[src/rtl/wcomb_pkg.sv]
package wcomb_pkg;

    localparam int ADDR_W  = 32;
    localparam int DATA_W  = 64;
    localparam int STRB_W  = DATA_W / 8;
    localparam int OFS_W   = $clog2(STRB_W);
    localparam int ATTR_W  = 4;
    localparam int MOD_BIT = 1;
    localparam int CNT_W   = 4;
    localparam int RESP_W  = 2;

    typedef logic [ADDR_W-1:0] addr_t;
    typedef logic [DATA_W-1:0] data_t;
    typedef logic [STRB_W-1:0] strb_t;
    typedef logic [ATTR_W-1:0] attr_t;
    typedef logic [CNT_W-1:0]  cnt_t;

    typedef struct packed {
        addr_t addr;
        data_t data;
        strb_t strb;
        attr_t attr;
        cnt_t  cnt;
    } beat_t;

    typedef enum logic [1:0] {
        ENG_IDLE,
        ENG_SEND,
        ENG_RESP,
        ENG_NOTE
    } eng_state_e;

    function automatic addr_t word_base(addr_t a);
        return {a[ADDR_W-1:OFS_W], {OFS_W{1'b0}}};
    endfunction

    function automatic logic is_mod(attr_t a);
        return a[MOD_BIT];
    endfunction

    // Take the lanes selected by sel from nw, keep the rest from old.
    function automatic data_t lane_merge(data_t old, data_t nw, strb_t sel);
        data_t r;
        r = old;
        for (int i = 0; i < STRB_W; i++) begin
            if (sel[i]) r[8*i +: 8] = nw[8*i +: 8];
        end
        return r;
    endfunction

endpackage

[src/rtl/wcomb_gather.sv]
module wcomb_gather
    import wcomb_pkg::*;
#(
    parameter int IDLE_CYCLES = 8
) (
    input  logic  clk,
    input  logic  rst,
    input  logic  req_valid,
    output logic  req_ready,
    input  addr_t req_addr,
    input  data_t req_data,
    input  strb_t req_strb,
    input  attr_t req_attr,
    input  logic  flush_in,
    input  logic  eng_idle,
    output logic  launch,
    output beat_t beat
);

    localparam int IC_W = $clog2(IDLE_CYCLES + 1);
    localparam logic [IC_W-1:0] IDLE_LAST = IC_W'(IDLE_CYCLES - 1);

    beat_t           pend;
    logic            pend_v;
    logic            pend_dev;
    logic [IC_W-1:0] idle_cnt;

    logic same_word;
    logic can_merge;
    logic idle_hit;
    logic want_out;
    logic accept;

    always_comb begin
        same_word = (word_base(req_addr) == pend.addr);
        can_merge = pend_v && !pend_dev && is_mod(req_attr) && same_word
                    && (req_attr == pend.attr) && (pend.cnt != '1);
        idle_hit  = (idle_cnt == IDLE_LAST);
        want_out  = pend_v && (pend_dev || flush_in || idle_hit
                               || (req_valid && !can_merge));
        launch    = want_out && eng_idle;
        req_ready = !launch && (!pend_v || can_merge);
        accept    = req_valid && req_ready;
        beat      = pend;
    end

    always_ff @(posedge clk) begin
        if (rst) begin
            pend     <= '0;
            pend_v   <= 1'b0;
            pend_dev <= 1'b0;
            idle_cnt <= '0;
        end else if (launch) begin
            pend_v   <= 1'b0;
            pend_dev <= 1'b0;
            idle_cnt <= '0;
        end else if (accept) begin
            idle_cnt <= '0;
            if (!pend_v) begin
                pend.addr <= word_base(req_addr);
                pend.data <= lane_merge('0, req_data, req_strb);
                pend.strb <= req_strb;
                pend.attr <= req_attr;
                pend.cnt  <= cnt_t'(1);
                pend_v    <= 1'b1;
                pend_dev  <= !is_mod(req_attr);
            end else begin
                pend.data <= lane_merge(pend.data, req_data, req_strb);
                pend.strb <= pend.strb | req_strb;
                pend.cnt  <= pend.cnt + cnt_t'(1);
            end
        end else if (pend_v && !idle_hit) begin
            idle_cnt <= idle_cnt + 1'b1;
        end
    end

endmodule

[src/rtl/wcomb_engine.sv]
module wcomb_engine
    import wcomb_pkg::*;
(
    input  logic              clk,
    input  logic              rst,
    input  logic              launch,
    input  beat_t             beat_in,
    output logic              idle,
    output logic              aw_valid,
    input  logic              aw_ready,
    output addr_t             aw_addr,
    output attr_t             aw_cache,
    output logic              w_valid,
    input  logic              w_ready,
    output data_t             w_data,
    output strb_t             w_strb,
    input  logic              b_valid,
    output logic              b_ready,
    input  logic [RESP_W-1:0] b_resp,
    output logic              done_pulse,
    output logic [RESP_W-1:0] done_resp
);

    eng_state_e        state;
    beat_t             cur;
    logic              aw_sent;
    logic              w_sent;
    cnt_t              remain;
    logic [RESP_W-1:0] resp_q;

    logic aw_hs;
    logic w_hs;

    always_comb begin
        idle       = (state == ENG_IDLE);
        aw_valid   = (state == ENG_SEND) && !aw_sent;
        w_valid    = (state == ENG_SEND) && !w_sent;
        aw_addr    = cur.addr;
        aw_cache   = cur.attr;
        w_data     = cur.data;
        w_strb     = cur.strb;
        b_ready    = (state == ENG_RESP);
        done_pulse = (state == ENG_NOTE);
        done_resp  = resp_q;
        aw_hs      = aw_valid && aw_ready;
        w_hs       = w_valid && w_ready;
    end

    always_ff @(posedge clk) begin
        if (rst) begin
            state   <= ENG_IDLE;
            cur     <= '0;
            aw_sent <= 1'b0;
            w_sent  <= 1'b0;
            remain  <= '0;
            resp_q  <= '0;
        end else begin
            case (state)
                ENG_IDLE: begin
                    if (launch) begin
                        cur     <= beat_in;
                        remain  <= beat_in.cnt;
                        aw_sent <= 1'b0;
                        w_sent  <= 1'b0;
                        state   <= ENG_SEND;
                    end
                end
                ENG_SEND: begin
                    if (aw_hs) aw_sent <= 1'b1;
                    if (w_hs)  w_sent  <= 1'b1;
                    if ((aw_sent || aw_hs) && (w_sent || w_hs)) state <= ENG_RESP;
                end
                ENG_RESP: begin
                    if (b_valid) begin
                        resp_q <= b_resp;
                        state  <= ENG_NOTE;
                    end
                end
                ENG_NOTE: begin
                    remain <= remain - cnt_t'(1);
                    if (remain == cnt_t'(1)) state <= ENG_IDLE;
                end
                default: state <= ENG_IDLE;
            endcase
        end
    end

endmodule

[src/rtl/wcomb_top.sv]
module wcomb_top
    import wcomb_pkg::*;
#(
    parameter int IDLE_CYCLES = 8
) (
    input  logic        clk,
    input  logic        rst,
    input  logic        req_valid,
    output logic        req_ready,
    input  logic [31:0] req_addr,
    input  logic [63:0] req_data,
    input  logic [7:0]  req_strb,
    input  logic [3:0]  req_cache,
    input  logic        flush_in,
    output logic        aw_valid,
    input  logic        aw_ready,
    output logic [31:0] aw_addr,
    output logic [3:0]  aw_cache,
    output logic        w_valid,
    input  logic        w_ready,
    output logic [63:0] w_data,
    output logic [7:0]  w_strb,
    input  logic        b_valid,
    output logic        b_ready,
    input  logic [1:0]  b_resp,
    output logic        done_pulse,
    output logic [1:0]  done_resp
);

    logic  eng_idle;
    logic  launch;
    beat_t beat;

    wcomb_gather #(
        .IDLE_CYCLES(IDLE_CYCLES)
    ) u_gather (
        .clk       (clk),
        .rst       (rst),
        .req_valid (req_valid),
        .req_ready (req_ready),
        .req_addr  (req_addr),
        .req_data  (req_data),
        .req_strb  (req_strb),
        .req_attr  (req_cache),
        .flush_in  (flush_in),
        .eng_idle  (eng_idle),
        .launch    (launch),
        .beat      (beat)
    );

    wcomb_engine u_engine (
        .clk        (clk),
        .rst        (rst),
        .launch     (launch),
        .beat_in    (beat),
        .idle       (eng_idle),
        .aw_valid   (aw_valid),
        .aw_ready   (aw_ready),
        .aw_addr    (aw_addr),
        .aw_cache   (aw_cache),
        .w_valid    (w_valid),
        .w_ready    (w_ready),
        .w_data     (w_data),
        .w_strb     (w_strb),
        .b_valid    (b_valid),
        .b_ready    (b_ready),
        .b_resp     (b_resp),
        .done_pulse (done_pulse),
        .done_resp  (done_resp)
    );

endmodule

[config.mk]
export PLATFORM = sky130hd
export DESIGN_NAME = wcomb_top
export DESIGN_NICKNAME = d
export VERILOG_FILES = /design/src/rtl/wcomb_pkg.sv /design/src/rtl/wcomb_gather.sv /design/src/rtl/wcomb_engine.sv /design/src/rtl/wcomb_top.sv
export SDC_FILE = /design/constraint.sdc
export NUM_CORES = 1
export LEC_CHECK = 0
export BUFFER_PORTS_ARGS = -buffer_cell sky130_fd_sc_hd__buf_2
export CORE_ASPECT_RATIO = 0.7
export CORE_MARGIN = 3
export CORE_UTILIZATION = 49
export CTS_BUF_LIST = sky130_fd_sc_hd__clkbuf_16
export CTS_CLUSTER_DIAMETER = 30
export DETAILED_ROUTE_END_ITERATION = 12
export PLACE_DENSITY = 0.77
export REMOVE_ABC_BUFFERS = 1
export SYNTH_ARGS = -nofsm -noshare
export SYNTH_HDL_FRONTEND = slang
export SYNTH_SLANG_ARGS = --single-unit
export TNS_END_PERCENT = 5
[constraint.sdc]
create_clock -name clk -period 2.4 [get_ports clk]
set_input_delay 0.36 -clock clk [delete_from_list [all_inputs] [get_ports clk]]
set_output_delay 0.36 -clock clk [all_outputs]
set_load 0.02 [all_outputs]
* Yosys cells after proc, flatten, opt, wreduce, memory -nomap -nowiden *
Index checks and enable logic that the tools add are counted.

storage, ports and cells
  register bits = 230
  bits of input ports = 117
  logic and storage cells = 134

operators by class
  $add $sub $neg = 3
  equality and inequality tests = 22
  mux-type cells = 30
  bitwise operators = 3
  reduce and logical (&&, ||, !) cells = 52

operator list
  cell                                                    count
  two-way mux 8 bit                                       16
  two-way mux 72 bit                                      1
  AND reduction 3 bit                                     11
  == test 29 bit                                          1
  inequality test 2 bit (second input constant)           11
  logical AND 1 bit                                       16
  AND reduction 2 bit                                     5
  adder 4 x 1 -> 4 bit (second input constant)            2
  logical NOT 1 bit                                       8
  two-way mux 2 bit                                       4
  two-way mux 4 bit                                       2
  bitwise OR 8 bit                                        1
  one-hot mux 2 bit (4 select lines)                      1
  one-hot mux 4 bit (2 select lines)                      1
  logical OR 1 bit                                        6
  inequality test 2 x 1 -> 1 bit (second input constant)  3
  == test 2 bit (second input constant)                   2
  == test 4 x 1 -> 1 bit (second input constant)          1
  == test 4 x 3 -> 1 bit (second input constant)          1
  == test 4 bit                                           1
  inequality test 4 bit (second input constant)           1
  one-hot mux 1 bit (2 select lines)                      2
  AND reduction 4 bit                                     1
  nonzero test 2 bit                                      2
  other kinds (7)                                         10

* Longest topological paths before layout *
  word-level depth = 15
  gate-level depth with buffers = 9
  depth with buffers taken out = 7

* Hierarchy *
From an unflattened synthesis, not the netlist that was laid out.

second synthesis, totals
  cells, all modules = 1147
  area total of the unflattened synthesis = 9663.0 sq um

by module, submodules not included
  module        instances  cells each  area an instance (sq um)  sequential area each (sq um)
  wcomb_gather  1          606         5366.4                    2302.2
  wcomb_engine  1          541         4296.6                    2362.3

* Worst setup path after synthesis *
No wires, ideal clock.

  path kind = register to register
  start point = register u_gather.idle_cnt[0]
  end point = register u_gather.pend, in the netlist u_gather.beat[48]
  setup time = 143 ps
  data arrival time = 2132 ps
  required time = 2257 ps
  slack = 124 ps
  stages on the path, launching flop included = 9
  clock period less this slack = 2276 ps
  path through = dfxtp_1 -> ha_1 -> and3b_1 -> nor3_1 -> o21ai_0 -> nor4_4 -> buf_4 -> a21o_2 -> o32ai_2

on the way
  cells in the longest elaborated chain, start to end = 9
  elaborated cells between the ends (all ways) = 10
  classes of those cells = 1 x eq/ne; 1 x bitwise; 8 x reduce/logical

ends and longest elaborated chain
  item                               line                source
  from (decl)                        wcomb_gather.sv:26  logic [IC_W-1:0] idle_cnt;
  from (signal assigned)             wcomb_gather.sv:73  idle_cnt <= idle_cnt + 1'b1;
  == test 4 x 3 -> 1 bit (*)         wcomb_gather.sv:38  idle_hit = (idle_cnt == IDLE_LAST);
  logical OR 1 bit (*)               wcomb_gather.sv:39  want_out = pend_v && (pend_dev || flush_in || idle_hit
  logical OR 1 bit (*)               wcomb_gather.sv:40  || (req_valid && !can_merge));
  logical AND 1 bit (*)              wcomb_gather.sv:39
  logical AND 1 bit (*)              wcomb_gather.sv:41  launch = want_out && eng_idle;
  logical NOT 1 bit                  wcomb_gather.sv:42  req_ready = !launch && (!pend_v || can_merge);
  logical AND 1 bit                  wcomb_gather.sv:42
  logical AND 1 bit                  wcomb_gather.sv:43  accept = req_valid && req_ready;
  AND reduction 3 bit (no line) (*)  -
  to (decl)                          wcomb_gather.sv:23  beat_t pend;

Every way passes the cells marked *; elsewhere a longest branch is shown, timed or not.
A chain may end at the register's enable or synchronous reset.

* Final worst setup path *
  start point = register u_gather.pend, in the netlist u_gather.beat[97]
  end point = register u_gather.pend, in the netlist u_gather.beat[8]

on the way
  cells in the longest elaborated chain, start to end = 13
  elaborated cells between the ends (all ways) = 15
  classes of those cells = 1 x eq/ne; 1 x bitwise; 13 x reduce/logical

ends and longest elaborated chain
  item                                 line                source
  == test 29 bit (*)                   wcomb_gather.sv:35  same_word = (word_base(req_addr) == pend.addr);
  logical AND 1 bit (*)                wcomb_gather.sv:36  can_merge = pend_v && !pend_dev && is_mod(req_attr) && same_word
  logical AND 1 bit (*) (2 in series)  wcomb_gather.sv:37  && (req_attr == pend.attr) && (pend.cnt != '1);
  logical NOT 1 bit                    wcomb_gather.sv:40
  logical AND 1 bit                    wcomb_gather.sv:40
  logical OR 1 bit                     wcomb_gather.sv:40
  logical AND 1 bit                    wcomb_gather.sv:39
  logical AND 1 bit                    wcomb_gather.sv:41
  logical NOT 1 bit                    wcomb_gather.sv:42
  logical AND 1 bit                    wcomb_gather.sv:42
  logical AND 1 bit                    wcomb_gather.sv:43
  AND reduction 2 bit (no line) (*)    -

Marked as above.

==> results.toml <==
[status]
status = "finished with violations"
failed_checks = "negative setup slack"

[global_route]
grt_usage = 0.2166
grt_overflow = 0
grt_first_pass_wirelength_microns = 42030
antenna_found_initial = 4
grt_pass1_vias = 8347
grt_start_max_net_pins = 84

[synthesis]
synth_most_common_cell = "dfxtp_1"
yosysSeqAreaShare = 0.4407
yosys_warnings = 0
synthCells = 1065
netlist_area_sq_um = 10450
synth_top_area_frac = 0.4407
synth_area_leaders = "dfxtp_1 (44%), nand2b_1 (13%), mux2i_1 (10%), o32ai_2 (9.5%), nand2_1 (5.5%)"
synth_ff_type = "dfxtp_1"
synthTopCellsByCount = "dfxtp_1 (230), nand2b_1 (215), nand2_1 (154), mux2i_1 (109), o32ai_2 (61)"
ys_ff_latch = 230
ys_types = 51
synth.avg_cell_area_sq_um = 9.810
synth_largest_area_cell = "dfxtp_1"
async_flop_share = 0
synth_edf_count = 0

[clock_tree]
ctsRootBufferMaster = "clkbuf_16"
cts-root-to-sink-buffers = 3
postCtsHoldBufs = 0
cts_buffers = 39
clk_latency_ns = 0.51
cts_max_level = 2
clk_pin_slew_ns = 0.05
cts.sinks = 230
cts_tree = "built"

[power]
p_seq_frac = 0.352
p_switching_uw = 3319
peakVddDrop_uv = 454.3
p_clk_frac = 0.462
netSwitchingFraction = 0.2817
pwr-share-comb = 0.187
p_leak_uw = 0.005935
power_density_nw_per_um2 = 837.7
intPower_uw = 8465

[timing]
fin_skew_ns = 0.02377
layout_min_cycle_time_ns = 2.482
worst_pin_slew_ns = 0.5595
fin_ws_ns = -0.08156
period_share = 1.034
clock.fmax_mhz = 403.0
slew_headroom = 0.6270
finalSetupTns_ns = -0.9931
finalMaxSlewViolations = 0
setup_viol = 42
hold_viol = 0
rsz0062_at_grt = "yes"

[floorplan]
io-pin-count = 232
dieWidth_microns = 180.5
initial_core_util = 0.5020
core_sq_um = 20810
rows = 44
fp.dieH_microns = 128.2
dieArea_sq_um = 23140

[detailed_routing]
vias_per_cell = 5.233
met3WireLength_microns = 1868
routed-via-count = 8525
totalWireLength_microns = 26990
met2WireLength_microns = 12460
route.detailed.drc = 0
first_pass_iters = 5
drtIter0Drc = 396
drt.antenna.violating_nets = 0
met1_length_microns = 12100
wl_per_cell_microns = 16.57
top_layer_used = "met5"

[layout]
area_growth_syn_to_layout_pct = 34.65
fin_cells = 1629
nets = 1447
diodes = 0
fin_area_sq_um = 14070
drive_gt1_frac = 0.3437

[setup_path]
max_stage_delay_ns = 0.35
crit_chain = "xor2_1 > nor4_1 > nand3_1 > buf_6 > buf_6 > nor4_4 > buf_12 > nor2_4 > clkbuf_16 > o32ai_1"
crit_fanout = 8
start_kind = "flop"
crit_buf_inv = 4
slowest_stage = "nor4_1"
cp_common_cell = "buf_6"
reg2reg_slack_ns = -0.08
critPathArrivalTime_ns = 2.88
worstPathRequired_ns = 2.80
end_kind = "flop"
worstSetupPathType = "reg -> reg"
path_delay_family = "simple AND/OR/NAND/NOR gates"

[place]
place_congestion = 0.8509
portBuffers = 225
hpwlAfterDp_microns = 17660
dp.cells = 1540
place_area_sq_um = 12190

[run]
maxCapViolations = 0

[worst_hold_path]
hp-class = "in -> reg"
==> layout make-up <==
type / instances / area, sq um
Sequential cell: 230 / 4614
Multi-Input combinational cell: 738 / 5736
Tap cell: 276 / 345.3
Fill cell: 1577 / 6743
Inverter: 17 / 63.81
Clock inverter: 33 / 331.6
Timing Repair Buffer: 296 / 2001
Clock buffer: 39 / 975.9
==> path summary, 6_finish.rpt <==
path / endpoint / cells after the start / from
setup / recovery: u_gather.beat[8] / 10 / u_gather.beat[97]
hold / removal: u_gather.beat[102] / 3 / req_addr[22]
setup reg to reg: u_gather.beat[8] / 10 / u_gather.beat[97]
hold reg to reg: u_engine.done_resp[1] / 2 / u_engine.done_resp[1]
==> power by group through the flow <==
stage | Clock [uW] | Sequential [uW] | Combinational (uW)
floorplan | 0 | 4270 | 1280
global placement | 0 | 4200 | 1990
detailed placement | 0 | 4210 | 2030
CTS | 5540 | 4140 | 2070
global route | 5740 | 4160 | 2370
finish | 5440 | 4140 | 2200
==> worst register-to-register path, delay by kind of cell (launching register included) <==
kind	cells	cell delay, ns
simple gates	4	0.96
xor+xnor	1	0.16
compound gates	1	0.25
buf+inv	4	0.70
flops	1	0.33
==> metrics by stage <==
stage                     hold slack, ns  setup slack, ns  total power, uW    util
final                             0.1131         -0.08156            11780  0.6760
after global routing             0.09969          -0.1417            12270  0.6760
after global placement            0.4436          -0.1501             6186  0.5858
after CTS                        0.09645         -0.04080            11750  0.6553
after detailed placement          0.4532          -0.2187             6240  0.5858
after floorplan                   0.4246           -4.220             5548       -
==> routing by layer <==
layer,up-vias,global-route usage
li1,4195,-
met1,4026,0.2889
met2,246,0.3453
met3,50,0.06438
met4,8,0.05954
met5,-,0
==> placed cells by master, fill, tap and decap left out, types with 4 or more instances in the layout <==
| master | synthesis | layout |
|---|---|---|
| o32ai_2 | 61 | 58 |
| nor3_1 | 6 | 6 |
| bufinv_16 | 0 | 4 |
| ha_1 | 8 | 7 |
| clkinvlp_4 | 0 | 4 |
| clkinv_2 | 0 | 4 |
| buf_12 | 0 | 16 |
| inv_6 | 0 | 7 |
| xnor2_2 | 0 | 7 |
| mux2i_1 | 109 | 109 |
| nand3_1 | 11 | 9 |
| nor4_1 | 9 | 7 |
| clkinv_4 | 0 | 4 |
| nand2_1 | 154 | 153 |
| xor2_1 | 21 | 20 |
| a21oi_1 | 41 | 41 |
| dfxtp_1 | 230 | 224 |
| nor2_1 | 9 | 8 |
| buf_6 | 6 | 11 |
| clkinv_1 | 0 | 4 |
| dfxtp_2 | 0 | 5 |
| xnor2_1 | 14 | 7 |
| o21ai_0 | 7 | 6 |
| a21o_1 | 5 | 5 |
| nand4_1 | 8 | 8 |
| buf_4 | 5 | 40 |
| nand2b_1 | 215 | 215 |
| buf_2 | 12 | 223 |
| clkbuf_16 | 0 | 44 |
| nor2b_1 | 5 | 4 |
| inv_1 | 17 | 20 |
| o32ai_4 | 0 | 9 |
==> state kept, by name, summed over array words and instances, names as in the netlist <==
name and flops:
u_engine.done_resp 2, u_engine.w_sent 1, u_engine.remain 4, u_engine.aw_cache 4, u_gather.pend_dev 1, u_engine.w_strb 8, u_gather.beat 109, u_gather.idle_cnt 4
u_gather.pend_v 1, u_engine.aw_addr 29, u_engine.aw_sent 1, u_engine.w_data 64, u_engine.state 2
==> cell families (layout without fill, tap and decap cells) <==
kind of cell    count (synthesis)  count (layout)  share of synthesized area
simple gates                  432             434                     0.2219
flops                         230             230                     0.4407
compound gates                149             149                     0.1498
mux                           109             109                     0.1044
buf+inv                       101             385                    0.04383
xor+xnor                       35              35                    0.02934
fa+ha+maj                       8               8                   0.009581
other cells                     1               3                  0.0003589
==> what timing repair did <==
item | in CTS | in global routing
setup buffers | 5 | 4
setup endpoints to repair | 40 | 81
cloned | 0 | 9
pin swaps | 30 | 52
resized for setup | 21 | 36
Note: power is estimated with default switching activity, not from simulation.
